[config.mk]
export PLATFORM = sky130hd
export DESIGN_NAME = pario_hub
export DESIGN_NICKNAME = d
export VERILOG_FILES = /design/src/rtl/pario_pkg.sv /design/src/rtl/pario_bus_if.sv /design/src/rtl/pario_ctrl.sv /design/src/rtl/pario_latches.sv /design/src/rtl/pario_hub.sv
export SDC_FILE = /design/constraint.sdc
export NUM_CORES = 1
export LEC_CHECK = 0
export BUFFER_PORTS_ARGS = -buffer_cell sky130_fd_sc_hd__buf_2
export CAP_MARGIN = 20
export CORE_MARGIN = 5
export CORE_UTILIZATION = 49
export CTS_CLUSTER_SIZE = 24
export DETAILED_ROUTE_END_ITERATION = 8
export PLACE_DENSITY = 0.87
export SLEW_MARGIN = 10
export SYNTH_ARGS = -nofsm -noshare
export SYNTH_HDL_FRONTEND = slang
export SYNTH_SLANG_ARGS = --single-unit
[constraint.sdc]
create_clock -name clk -period 2.4 [get_ports clk]
set_input_delay 0.72 -clock clk [delete_from_list [all_inputs] [get_ports clk]]
set_output_delay 0.72 -clock clk [all_outputs]
set_load 0.1 [all_outputs]
[src/rtl/pario_pkg.sv]
package pario_pkg;

  localparam int PORT_W = 8;
  localparam int NIB_W  = PORT_W / 2;
  localparam int IDX_W  = $clog2(PORT_W);

  typedef enum logic [1:0] {
    SEL_A   = 2'd0,
    SEL_B   = 2'd1,
    SEL_C   = 2'd2,
    SEL_CTL = 2'd3
  } reg_sel_e;

  // direction flags, 1 = input
  typedef struct packed {
    logic in_a;
    logic in_cu;
    logic in_b;
    logic in_cl;
  } dir_cfg_t;

  localparam dir_cfg_t DIR_RESET = '{in_a: 1'b1, in_cu: 1'b1, in_b: 1'b1, in_cl: 1'b1};
  localparam logic [PORT_W-1:0] CTL_READ_VAL = '1;

  function automatic dir_cfg_t decode_dirs(input logic [7:0] w);
    dir_cfg_t d;
    d.in_a  = w[4];
    d.in_cu = w[3];
    d.in_b  = w[1];
    d.in_cl = w[0];
    return d;
  endfunction

  function automatic logic [IDX_W-1:0] bit_cmd_index(input logic [7:0] w);
    return w[IDX_W:1];
  endfunction

  function automatic logic [PORT_W-1:0] full_mask(input logic input_dir);
    return input_dir ? '0 : '1;
  endfunction

  function automatic logic [PORT_W-1:0] split_mask(input logic in_hi, input logic in_lo);
    logic [NIB_W-1:0] hi;
    logic [NIB_W-1:0] lo;
    hi = in_hi ? '0 : '1;
    lo = in_lo ? '0 : '1;
    return {hi, lo};
  endfunction

  // pads for input bits, latch for output bits
  function automatic logic [PORT_W-1:0] port_view(input logic [PORT_W-1:0] lat,
                                                  input logic [PORT_W-1:0] pins,
                                                  input logic [PORT_W-1:0] drive);
    return (lat & drive) | (pins & ~drive);
  endfunction

endpackage

[src/rtl/pario_bus_if.sv]
module pario_bus_if
  import pario_pkg::*;
(
  input  logic              clk,
  input  logic              rst,
  input  logic              cs_n,
  input  logic              rd_n,
  input  logic              wr_n,
  input  logic [1:0]        addr,
  input  logic [PORT_W-1:0] din,
  output logic              rd_en,
  output logic              wr_commit,
  output reg_sel_e          wr_sel,
  output logic [PORT_W-1:0] wr_data
);

  logic wr_active;
  logic wr_active_q;

  assign wr_active = !cs_n && !wr_n;
  assign rd_en     = !cs_n && !rd_n;
  assign wr_commit = wr_active_q && !wr_active;

  always_ff @(posedge clk or posedge rst) begin
    if (rst) begin
      wr_active_q <= 1'b0;
      wr_sel      <= SEL_A;
      wr_data     <= '0;
    end else begin
      wr_active_q <= wr_active;
      if (wr_active) begin
        wr_sel  <= reg_sel_e'(addr);
        wr_data <= din;
      end
    end
  end

endmodule

[src/rtl/pario_ctrl.sv]
module pario_ctrl
  import pario_pkg::*;
(
  input  logic              clk,
  input  logic              rst,
  input  logic              wr_commit,
  input  reg_sel_e          wr_sel,
  input  logic [PORT_W-1:0] wr_data,
  output dir_cfg_t          dirs,
  output logic              mode_hit,
  output logic              bsr_hit
);

  logic ctl_hit;
  logic mode_field_unused;

  assign ctl_hit  = wr_commit && (wr_sel == SEL_CTL);
  assign mode_hit = ctl_hit && wr_data[7];
  assign bsr_hit  = ctl_hit && !wr_data[7];

  // requested handshake modes are accepted and then run as plain I/O
  assign mode_field_unused = ^{wr_data[6:5], wr_data[2]};

  always_ff @(posedge clk or posedge rst) begin
    if (rst) begin
      dirs <= DIR_RESET;
    end else if (mode_hit) begin
      dirs <= decode_dirs(wr_data);
    end
  end

endmodule

[src/rtl/pario_latches.sv]
module pario_latches
  import pario_pkg::*;
(
  input  logic              clk,
  input  logic              rst,
  input  logic              wr_commit,
  input  reg_sel_e          wr_sel,
  input  logic [PORT_W-1:0] wr_data,
  input  logic              mode_hit,
  input  logic              bsr_hit,
  output logic [PORT_W-1:0] pa_lat,
  output logic [PORT_W-1:0] pb_lat,
  output logic [PORT_W-1:0] pc_lat
);

  logic [IDX_W-1:0] bit_idx;
  logic             bit_val;
  logic             wr_a;
  logic             wr_b;
  logic             wr_c;

  assign bit_idx = bit_cmd_index(wr_data);
  assign bit_val = wr_data[0];
  assign wr_a    = wr_commit && (wr_sel == SEL_A);
  assign wr_b    = wr_commit && (wr_sel == SEL_B);
  assign wr_c    = wr_commit && (wr_sel == SEL_C);

  always_ff @(posedge clk or posedge rst) begin
    if (rst) begin
      pa_lat <= '0;
      pb_lat <= '0;
    end else if (mode_hit) begin
      pa_lat <= '0;
      pb_lat <= '0;
    end else begin
      if (wr_a) pa_lat <= wr_data;
      if (wr_b) pb_lat <= wr_data;
    end
  end

  // one slice per port C bit: whole-byte write or single-bit command
  for (genvar i = 0; i < PORT_W; i++) begin : g_pc_bit
    logic hit_i;
    assign hit_i = bsr_hit && (bit_idx == IDX_W'(i));

    always_ff @(posedge clk or posedge rst) begin
      if (rst) begin
        pc_lat[i] <= 1'b0;
      end else if (mode_hit) begin
        pc_lat[i] <= 1'b0;
      end else if (wr_c) begin
        pc_lat[i] <= wr_data[i];
      end else if (hit_i) begin
        pc_lat[i] <= bit_val;
      end
    end
  end

endmodule

[src/rtl/pario_hub.sv]
module pario_hub
  import pario_pkg::*;
(
  input  logic              clk,
  input  logic              rst,
  input  logic              cs_n,
  input  logic              rd_n,
  input  logic              wr_n,
  input  logic [1:0]        addr,
  input  logic [PORT_W-1:0] din,
  output logic [PORT_W-1:0] dout,
  output logic              dout_oe,
  input  logic [PORT_W-1:0] pa_in,
  output logic [PORT_W-1:0] pa_out,
  output logic [PORT_W-1:0] pa_oe,
  input  logic [PORT_W-1:0] pb_in,
  output logic [PORT_W-1:0] pb_out,
  output logic [PORT_W-1:0] pb_oe,
  input  logic [PORT_W-1:0] pc_in,
  output logic [PORT_W-1:0] pc_out,
  output logic [PORT_W-1:0] pc_oe
);

  logic              rd_en;
  logic              wr_commit;
  reg_sel_e          wr_sel;
  logic [PORT_W-1:0] wr_data;
  dir_cfg_t          dirs;
  logic              mode_hit;
  logic              bsr_hit;
  logic [PORT_W-1:0] rd_mux;

  pario_bus_if u_bus (
    .clk       (clk),
    .rst       (rst),
    .cs_n      (cs_n),
    .rd_n      (rd_n),
    .wr_n      (wr_n),
    .addr      (addr),
    .din       (din),
    .rd_en     (rd_en),
    .wr_commit (wr_commit),
    .wr_sel    (wr_sel),
    .wr_data   (wr_data)
  );

  pario_ctrl u_ctrl (
    .clk       (clk),
    .rst       (rst),
    .wr_commit (wr_commit),
    .wr_sel    (wr_sel),
    .wr_data   (wr_data),
    .dirs      (dirs),
    .mode_hit  (mode_hit),
    .bsr_hit   (bsr_hit)
  );

  pario_latches u_lat (
    .clk       (clk),
    .rst       (rst),
    .wr_commit (wr_commit),
    .wr_sel    (wr_sel),
    .wr_data   (wr_data),
    .mode_hit  (mode_hit),
    .bsr_hit   (bsr_hit),
    .pa_lat    (pa_out),
    .pb_lat    (pb_out),
    .pc_lat    (pc_out)
  );

  assign pa_oe = full_mask(dirs.in_a);
  assign pb_oe = full_mask(dirs.in_b);
  assign pc_oe = split_mask(dirs.in_cu, dirs.in_cl);

  always_comb begin
    unique case (reg_sel_e'(addr))
      SEL_A:   rd_mux = port_view(pa_out, pa_in, pa_oe);
      SEL_B:   rd_mux = port_view(pb_out, pb_in, pb_oe);
      SEL_C:   rd_mux = port_view(pc_out, pc_in, pc_oe);
      default: rd_mux = CTL_READ_VAL;
    endcase
  end

  assign dout_oe = rd_en;
  assign dout    = rd_en ? rd_mux : '0;

endmodule

==> results of run 1 <==
[sequential cells by signal, indices dropped and copies added, names as in the netlist]
| signal | count |
|---|---|
| u_lat.pc_lat | 8 |
| u_bus.wr_sel | 2 |
| u_lat.pb_lat | 8 |
| u_lat.pa_lat | 8 |
| u_ctrl.dirs | 4 |
| u_bus.wr_data | 8 |
| u_bus.wr_active_q | 1 |
[routing by layer]
| layer | vias up | share of wire |
|---|---|---|
| li1 | 991 | - |
| met1 | 1021 | 0.40 |
| met2 | 85 | 0.51 |
| met3 | 21 | 0.058 |
| met4 | 0 | 0.032 |
| met5 | - | 0 |
[worst paths after layout]
check / to / startpoint
setup / recovery: dout[4] / u_ctrl.dirs[3]$_DFFE_PP1P_
hold / removal: u_lat.pb_lat[3]$_DFFE_PP0P_ / rst
setup reg to reg: u_lat.pc_lat[0]$_DFFE_PP0P_ / u_bus.wr_data[1]$_DFFE_PP0P_
hold reg to reg: u_lat.pa_lat[3]$_DFFE_PP0P_ / u_lat.pa_lat[3]$_DFFE_PP0P_
max in group asynchronous: u_lat.pc_lat[2]$_DFFE_PP0P_ / rst
min in group clk: u_lat.pa_lat[3]$_DFFE_PP0P_ / u_lat.pa_lat[3]$_DFFE_PP0P_
[per-stage QoR]
step / util / setup slack, ps / instance area [µm²] / instances
final: 0.691 / -107 / 3260 / 389
after global routing: 0.691 / -180 / 3260 / 389
after CTS: 0.690 / -106 / 3260 / 389
after detailed placement: 0.642 / -72.7 / 3030 / 375
after global placement: 0.642 / -29.9 / 3030 / 375
after floorplan: - / -350 / 2600 / 242
[timing repair]
item	CTS	global route
pin swaps	4	4
setup endpoints to repair	8	8
buffers inserted	7	0
gates resized for setup	14	1
[synthesized netlist by cell type (2+ instances only)]
| library cell | instances | area (µm²) |
|---|---|---|
| a211oi_1 | 8 | 60.1 |
| a21oi_1 | 9 | 45.0 |
| a22o_1 | 8 | 70.1 |
| a31oi_1 | 2 | 12.5 |
| and3_1 | 2 | 12.5 |
| buf_2 | 2 | 10.0 |
| buf_4 | 20 | 150 |
| buf_6 | 3 | 33.8 |
| clkbuf_1 | 13 | 48.8 |
| dfrtp_1 | 35 | 876 |
| dfstp_2 | 4 | 105 |
| inv_1 | 17 | 63.8 |
| mux2_2 | 9 | 101 |
| mux2i_1 | 32 | 320 |
| nand2_1 | 11 | 41.3 |
| nand2b_1 | 3 | 18.8 |
| nand3b_1 | 7 | 52.6 |
| nand4_1 | 2 | 12.5 |
| nor2_1 | 11 | 41.3 |
| nor2b_1 | 4 | 25.0 |
| o21a_1 | 2 | 15.0 |
| o21ai_0 | 21 | 105 |
| o311ai_0 | 2 | 17.5 |
| o41ai_1 | 2 | 17.5 |
[cells by family (layout without fill, tap and decap cells)]
logic type / after synthesis / count (layout) / share of synthesized area
multiplexers: 41 / 41 / 0.176
flip-flops: 39 / 39 / 0.410
buffers and inverters: 56 / 136 / 0.130
AO/OA/AOI/OAI: 60 / 60 / 0.172
AND/OR/NAND/NOR: 46 / 46 / 0.112
[cell type report]
| type | instances | area [µm²] | area share |
|---|---|---|---|
| tap | 67 | 83.8 | 0.0257 |
| clock inverter | 1 | 5.00 | 0.00153 |
| sequential | 39 | 1010 | 0.309 |
| multi-input combinational | 147 | 1240 | 0.381 |
| timing repair buffer | 111 | 774 | 0.237 |
| inverter | 17 | 71.3 | 0.0219 |
| clock buffer | 7 | 76.3 | 0.0234 |
[worst max-delay path: stages, from the launching register on]
cell	delay, ps
dfstp_2	580
buf_12	140
mux2i_1	80
mux2i_1	190
nor2_1	100
a211oi_4	200
buf_12	210
==> results.cfg, run 1 <==
[outcome]
status = finished with violations
failed_checks = setup timing

[clock_tree]
ctsHoldBuffers = 0
clock_path_buffers = 2
tritoncts = yes
cts_buffers = 5
cts_root_buf = clkbuf_8
htreeDepth = 2
clk_pin_slew_ps = 70
clock_latency_ps = 290
cts.sinks = 39

[worst_hold_path]
min_path_type = input pin to asynchronous set/reset pin

[setup_path]
ff2ff_setup_slack_ps = 710
arrival_ps = 1790
worst-setup-path-type = flop to output pin
startpoint_type = flop
crit_path_end_kind = output pin
worstRegToRegCells = 4
worst-path-max-fanout = 8
critPathRequiredTime_ps = 1680

[placement]
routabilityCongestion = 0.824
dpl.hpwl_mm = 5.21
port_buffers = 95

[timing]
hold_violations = 0
period_share = 1.04
min_period_ps = 2510
max_freq_mhz = 399
setup_viol = 7
finalWorstSetupSlack_ps = -107
rsz0062_at_grt = yes
skew_ps = 3.35
worst_slew_pin_slew_ps = 528
relSlewSlack = 0.647
drv_slew = 0
fin_setup_tns_ps = -427
timing.hold.ws_ps = 525

[logic_synthesis]
synth-seq-cells = 39
synthArstFlopShare = 1.00
synth_cells = 242
synth_cell_types = 37
synth_flop_cell = dfrtp_1
syn_avg_cell_area_um2 = 9.88
netlist_area_um2 = 2390
synth_edf_count = 0
ys_seq_area_frac = 0.410
yosys_warnings = 0
syn-num-nets = 281

[grt]
grt.total_usage = 0.222
grt_pass1_vias = 2107
top_usage_layer = met2
grt_use_met3 = 0.0519
antenna_found_initial = 0
globalRouteMet2Util = 0.377
overflow = 0
use_met1 = 0.272
grt_max_degree = 40
grt_pass1_wl_mm = 10.8

[route]
first_iter_violations = 142
viasPerCell = 5.44
drt_wl_total_mm = 6.82
wire_per_inst_um = 17.5
drtAntennaViolNets = 0
num_vias = 2118
first_pass_iters = 4
drc_errors = 0

[floorplan]
dieArea_um2 = 6370
core_area_um2 = 4720
row_count = 25
io_pins = 96
die_x_um = 79.8
initial_core_util = 0.506
die_y_um = 79.8

[finish]
most-common-layout-cells = buf_2, mux2i_1, o21ai_0
diodes = 0
fin_nets = 360
fillCellCount = 341
synthToLayoutAreaGrowth_pct = 36.5
drive_gt1_frac = 0.547
layout_commonest_cell = buf_2

[run]
drv_cap = 0
Power of run 1 is left out: the tool's default activity adds up to more than one toggle a clock period on the data nets, which glitch-free logic cannot reach.
==> inputs of run 2 (changes only) <==
Settings changed: CORE_UTILIZATION 49 to 30, PLACE_DENSITY 0.87 to 0.6.
==> run 2 against run 1 <==
Net effect:
- the run still ends with setup timing left
- non-clock buffer count is the same
- register-to-register slack lost 30 ps
- critical path depth is the same
- worst hold slack gained 5.6 ps
- routed wire length grew 7.4%
- first-iteration DRC count grew 4.2%
- sequential share of layout area shrank 0.64 points
- count of clock-buffer cells in the layout shrank 2
- setup slack gained 0.61 ps
- highest routed layer unchanged
==> results.cfg, run 2 (synthesized netlist as in run 1, its figures left out) <==
[placement]
port_buffers = 95
dp_cells = 411
routabilityCongestion = 0.790
dpl.hpwl_mm = 5.46
pre_cts_ws_ps = -108

[outcome]
status = finished with violations
failed_checks = setup timing

[timing]
hold_violations = 0
max_freq_mhz = 399
fin_setup_tns_ps = -387
rsz0062_at_grt = yes
period_share = 1.04
min_period_ps = 2510
skew_ps = 8.71
worst_slew_pin_slew_ps = 541
finalWorstSetupSlack_ps = -106
drv_slew = 0
setup_viol = 7
relSlewSlack = 0.638
timing.hold.ws_ps = 531

[clock_tree]
tritoncts = yes
cts_root_buf = clkbuf_8
cts_buffers = 5
clock_path_buffers = 2
cts.sinks = 39
htreeDepth = 2
ctsHoldBuffers = 0
clk_pin_slew_ps = 80
clock_latency_ps = 300

[route]
wire_per_inst_um = 17.3
drtAntennaViolNets = 0
num_vias = 2073
first_pass_iters = 4
viasPerCell = 4.89
drc_errors = 0
drt_wl_total_mm = 7.33
first_iter_violations = 148

[setup_path]
worst-path-max-fanout = 4
critical_path.top_delay_family = flip-flops
arrival_ps = 1790
crit_path_end_kind = output pin
cp_cell_sequence = buf_12, mux2i_1, mux2i_1, nor2_2, a211oi_4, buf_12
critPathSlowestCell = dfstp_2
startpoint_type = flop
critPathBufInv = 2
worst-setup-path-type = flop to output pin
critPathRequiredTime_ps = 1680
cp_slowest_stage_delay_ps = 610

[finish]
fillCellCount = 776
drive_gt1_frac = 0.562
synthToLayoutAreaGrowth_pct = 39.4
diodes = 0
most-common-layout-cells = buf_2, mux2i_1, o21ai_0
layout_commonest_cell = buf_2
final_cells = 424
fin_nets = 360

[grt]
grt.total_usage = 0.150
overflow = 0
grt_max_degree = 40
antenna_found_initial = 0
grt_pass1_wl_mm = 11.7
grt_pass1_vias = 2146

[floorplan]
die_x_um = 99.3
io_pins = 96
die_y_um = 99.3
row_count = 32
core_area_um2 = 7730
dieArea_um2 = 9850
initial_core_util = 0.309

[run]
drv_cap = 0

[worst_hold_path]
min_path_type = flop to flop
run 2: area by class of cell:
| cell class | count | area [µm²] | area share |
|---|---|---|---|
| multi-input cells | 147 | 1230 | 0.370 |
| flip-flops and latches | 39 | 1010 | 0.303 |
| repair buffers | 111 | 802 | 0.241 |
| well taps | 102 | 128 | 0.0383 |
| inverters | 17 | 71.3 | 0.0214 |
| clock buffers | 5 | 68.8 | 0.0207 |
| clock inverters | 3 | 20.0 | 0.00601 |
run 2: path summary, 6_finish.rpt:
path	start	endpoint	slack (ps)	depth (start not counted)
max in group asynchronous	rst	u_lat.pb_lat[1]$_DFFE_PP0P_	1470	3
min in group asynchronous	rst	u_bus.wr_data[2]$_DFFE_PP0P_	540	3
setup / recovery	u_ctrl.dirs[2]$_DFFE_PP1P_	dout[7]	-110	6
hold reg to reg	u_lat.pa_lat[7]$_DFFE_PP0P_	u_lat.pa_lat[7]$_DFFE_PP0P_	530	1
hold / removal	u_lat.pa_lat[7]$_DFFE_PP0P_	u_lat.pa_lat[7]$_DFFE_PP0P_	530	1
setup reg to reg	u_bus.wr_sel[0]$_DFFE_PP0P_	u_lat.pa_lat[0]$_DFFE_PP0P_	680	3
run 2: what timing repair did:
action | in CTS | in global routing
pin swaps | 4 | 1
setup buffers | 6 | 0
endpoints found under the setup margin | 8 | 16
resized for setup | 19 | 17
run 2: metrics by stage:
| step | util | area, µm² |
|---|---|---|
| 2_1_floorplan | - | 2600 |
| 3_3_place_gp | 0.399 | 3080 |
| 3_5_place_dp | 0.399 | 3080 |
| 4_1_cts | 0.428 | 3310 |
| 5_1_grt | 0.431 | 3330 |
| 6_report | 0.431 | 3330 |
run 2: worst register-to-register path, stage by stage, from the launching register on:
cell and delay [ps]:
dfrtp_1 580, nor4b_4 630, nor2_2 190, a22o_1 220
run 2: layer usage:
layer / vias to the layer above / GRT usage / wire length, µm
met4: 0 / 0.0441 / 112
met2: 69 / 0.260 / 3820
met3: 9 / 0.0344 / 473
met5: - / 0 / 0
met1: 1011 / 0.187 / 2920
li1: 984 / - / -
Power of run 2 is left out for the same reason.
==> inputs of run 3 (changes only) <==
Settings changed: REMOVE_ABC_BUFFERS from default to 1.
==> run 3 against run 2 <==
Net effect:
- largest cell class unchanged
- utilization decreased by 3.1 points
- critical path depth unchanged
- sequential cell count unchanged
- worst hold slack got worse by 7.0 ps
- critical endpoint is now dout[5]
- the flow still finishes with violations (setup timing)
- routed wire length decreased by 5.3%
- global-route usage decreased by 0.71 points
- die area unchanged
- sequential share of layout area increased by 1.4 points
==> results.cfg, run 3 (synthesized netlist as in run 1, its figures left out) <==
[outcome]
status = finished with violations
failed_checks = setup timing

[timing]
rsz0062_at_grt = yes
max_freq_mhz = 395
min_period_ps = 2530
finalWorstSetupSlack_ps = -134
worst_slew_pin_slew_ps = 546
drv_slew = 0
setup_viol = 8
timing.hold.ws_ps = 524
skew_ps = 3.42
hold_violations = 0
period_share = 1.06
relSlewSlack = 0.635

[placement]
routabilityCongestion = 0.758
port_buffers = 95
dpl_cell_area_um2 = 2990
pre_cts_ws_ps = -291
dpl.hpwl_mm = 5.45

[floorplan]
initial_core_util = 0.309
core_area_um2 = 7730
row_count = 32
io_pins = 96
die_x_um = 99.3
die_y_um = 99.3
dieArea_um2 = 9850

[finish]
fin_area_um2 = 3100
diodes = 0
drive_gt1_frac = 0.432
seqCellArea_um2 = 981
fillCellCount = 782
multiInputGateArea_um2 = 1130
most-common-layout-cells = buf_2, dfrtp_1, mux2i_1
layout_commonest_cell = buf_2
fin_nets = 355
synthToLayoutAreaGrowth_pct = 29.5

[worst_hold_path]
min_from = u_lat.pa_lat[0]$_DFFE_PP0P_
hold_path_depth = 1
holdPathEnd = u_lat.pa_lat[0]$_DFFE_PP0P_
min_path_type = flop to flop

[route]
first_iter_violations = 127
drtAntennaViolNets = 0
first_pass_iters = 4
wire_per_inst_um = 16.6
drc_errors = 0
num_vias = 2002
viasPerCell = 4.78
drt_wl_total_mm = 6.94

[setup_path]
reg2reg_to = u_lat.pa_lat[2]$_DFFE_PP0P_
worstRegToRegCells = 3
worst-setup-path-type = flop to output pin
critPathRequiredTime_ps = 1680
crit_path_end_kind = output pin
startpoint_type = flop
arrival_ps = 1810
worst-path-max-fanout = 8
ff2ff_setup_slack_ps = 660
r2r_start = u_bus.wr_sel[0]$_DFFE_PP0P_

[grt]
overflow = 0
grt_max_degree = 40
grt.total_usage = 0.143
antenna_found_initial = 0
grt_pass1_vias = 2083
grt_pass1_wl_mm = 11.1

[clock_tree]
ctsHoldBuffers = 0
tritoncts = yes
cts_buffers = 5
clock_path_buffers = 2
htreeDepth = 2
cts.sinks = 39
cts_root_buf = clkbuf_8
clk_pin_slew_ps = 70
clock_latency_ps = 290

[run]
drv_cap = 0
==> run 3: worst max path at each step <==
stage	startpoint	end	slack, ps	cells past startpoint
floorplan	u_ctrl.dirs[3]$_DFFE_PP1P_	u_ctrl.dirs[3]$_DFFE_PP1P_	-3350	2
global placement	addr[1]	dout[6]	-190	5
detailed placement	addr[1]	dout[7]	-290	5
CTS	u_ctrl.dirs[3]$_DFFE_PP1P_	dout[2]	-160	6
global route	u_ctrl.dirs[3]$_DFFE_PP1P_	dout[6]	-260	5
finish	u_ctrl.dirs[3]$_DFFE_PP1P_	dout[5]	-130	6
==> run 3: area by class of cell <==
class                           count  area share
Multi-Input combinational cell    147       0.364
Tap cell                          102      0.0412
Timing Repair Buffer              106       0.225
Clock buffer                        8      0.0323
Sequential cell                    39       0.317
Inverter                           17      0.0206
==> run 3: critical path: stages, from the launching register on <==
cell and delay (ps):
dfstp_2 670, mux2i_1 110, mux2i_1 130, nor2_1 70, a211oi_1 220, buf_4 160
buf_12 160
==> run 3: what timing repair did <==
action	4_1_cts	5_1_grt
setup buffers	1	0
resized for setup	5	2
pin swaps	10	1
endpoints found under the setup margin	8	8
==> run 3: metal layers <==
| metal | track usage | vias up | share of wire |
|---|---|---|---|
| met5 | 0 | - | 0 |
| met4 | 0.0252 | 0 | 0.0074 |
| met3 | 0.0393 | 5 | 0.066 |
| met2 | 0.241 | 60 | 0.50 |
| met1 | 0.186 | 960 | 0.43 |
| li1 | - | 977 | - |
==> run 3: through the flow <==
step                instances  utilization  TNS (ps)
floorplan                 203            -    -80820
global placement          414        0.386     -1490
detailed placement        414        0.386     -2110
CTS                       420        0.400     -1090
global route              419        0.401     -1830
finish                    419        0.401      -888
Power of run 3 is left out for the same reason.
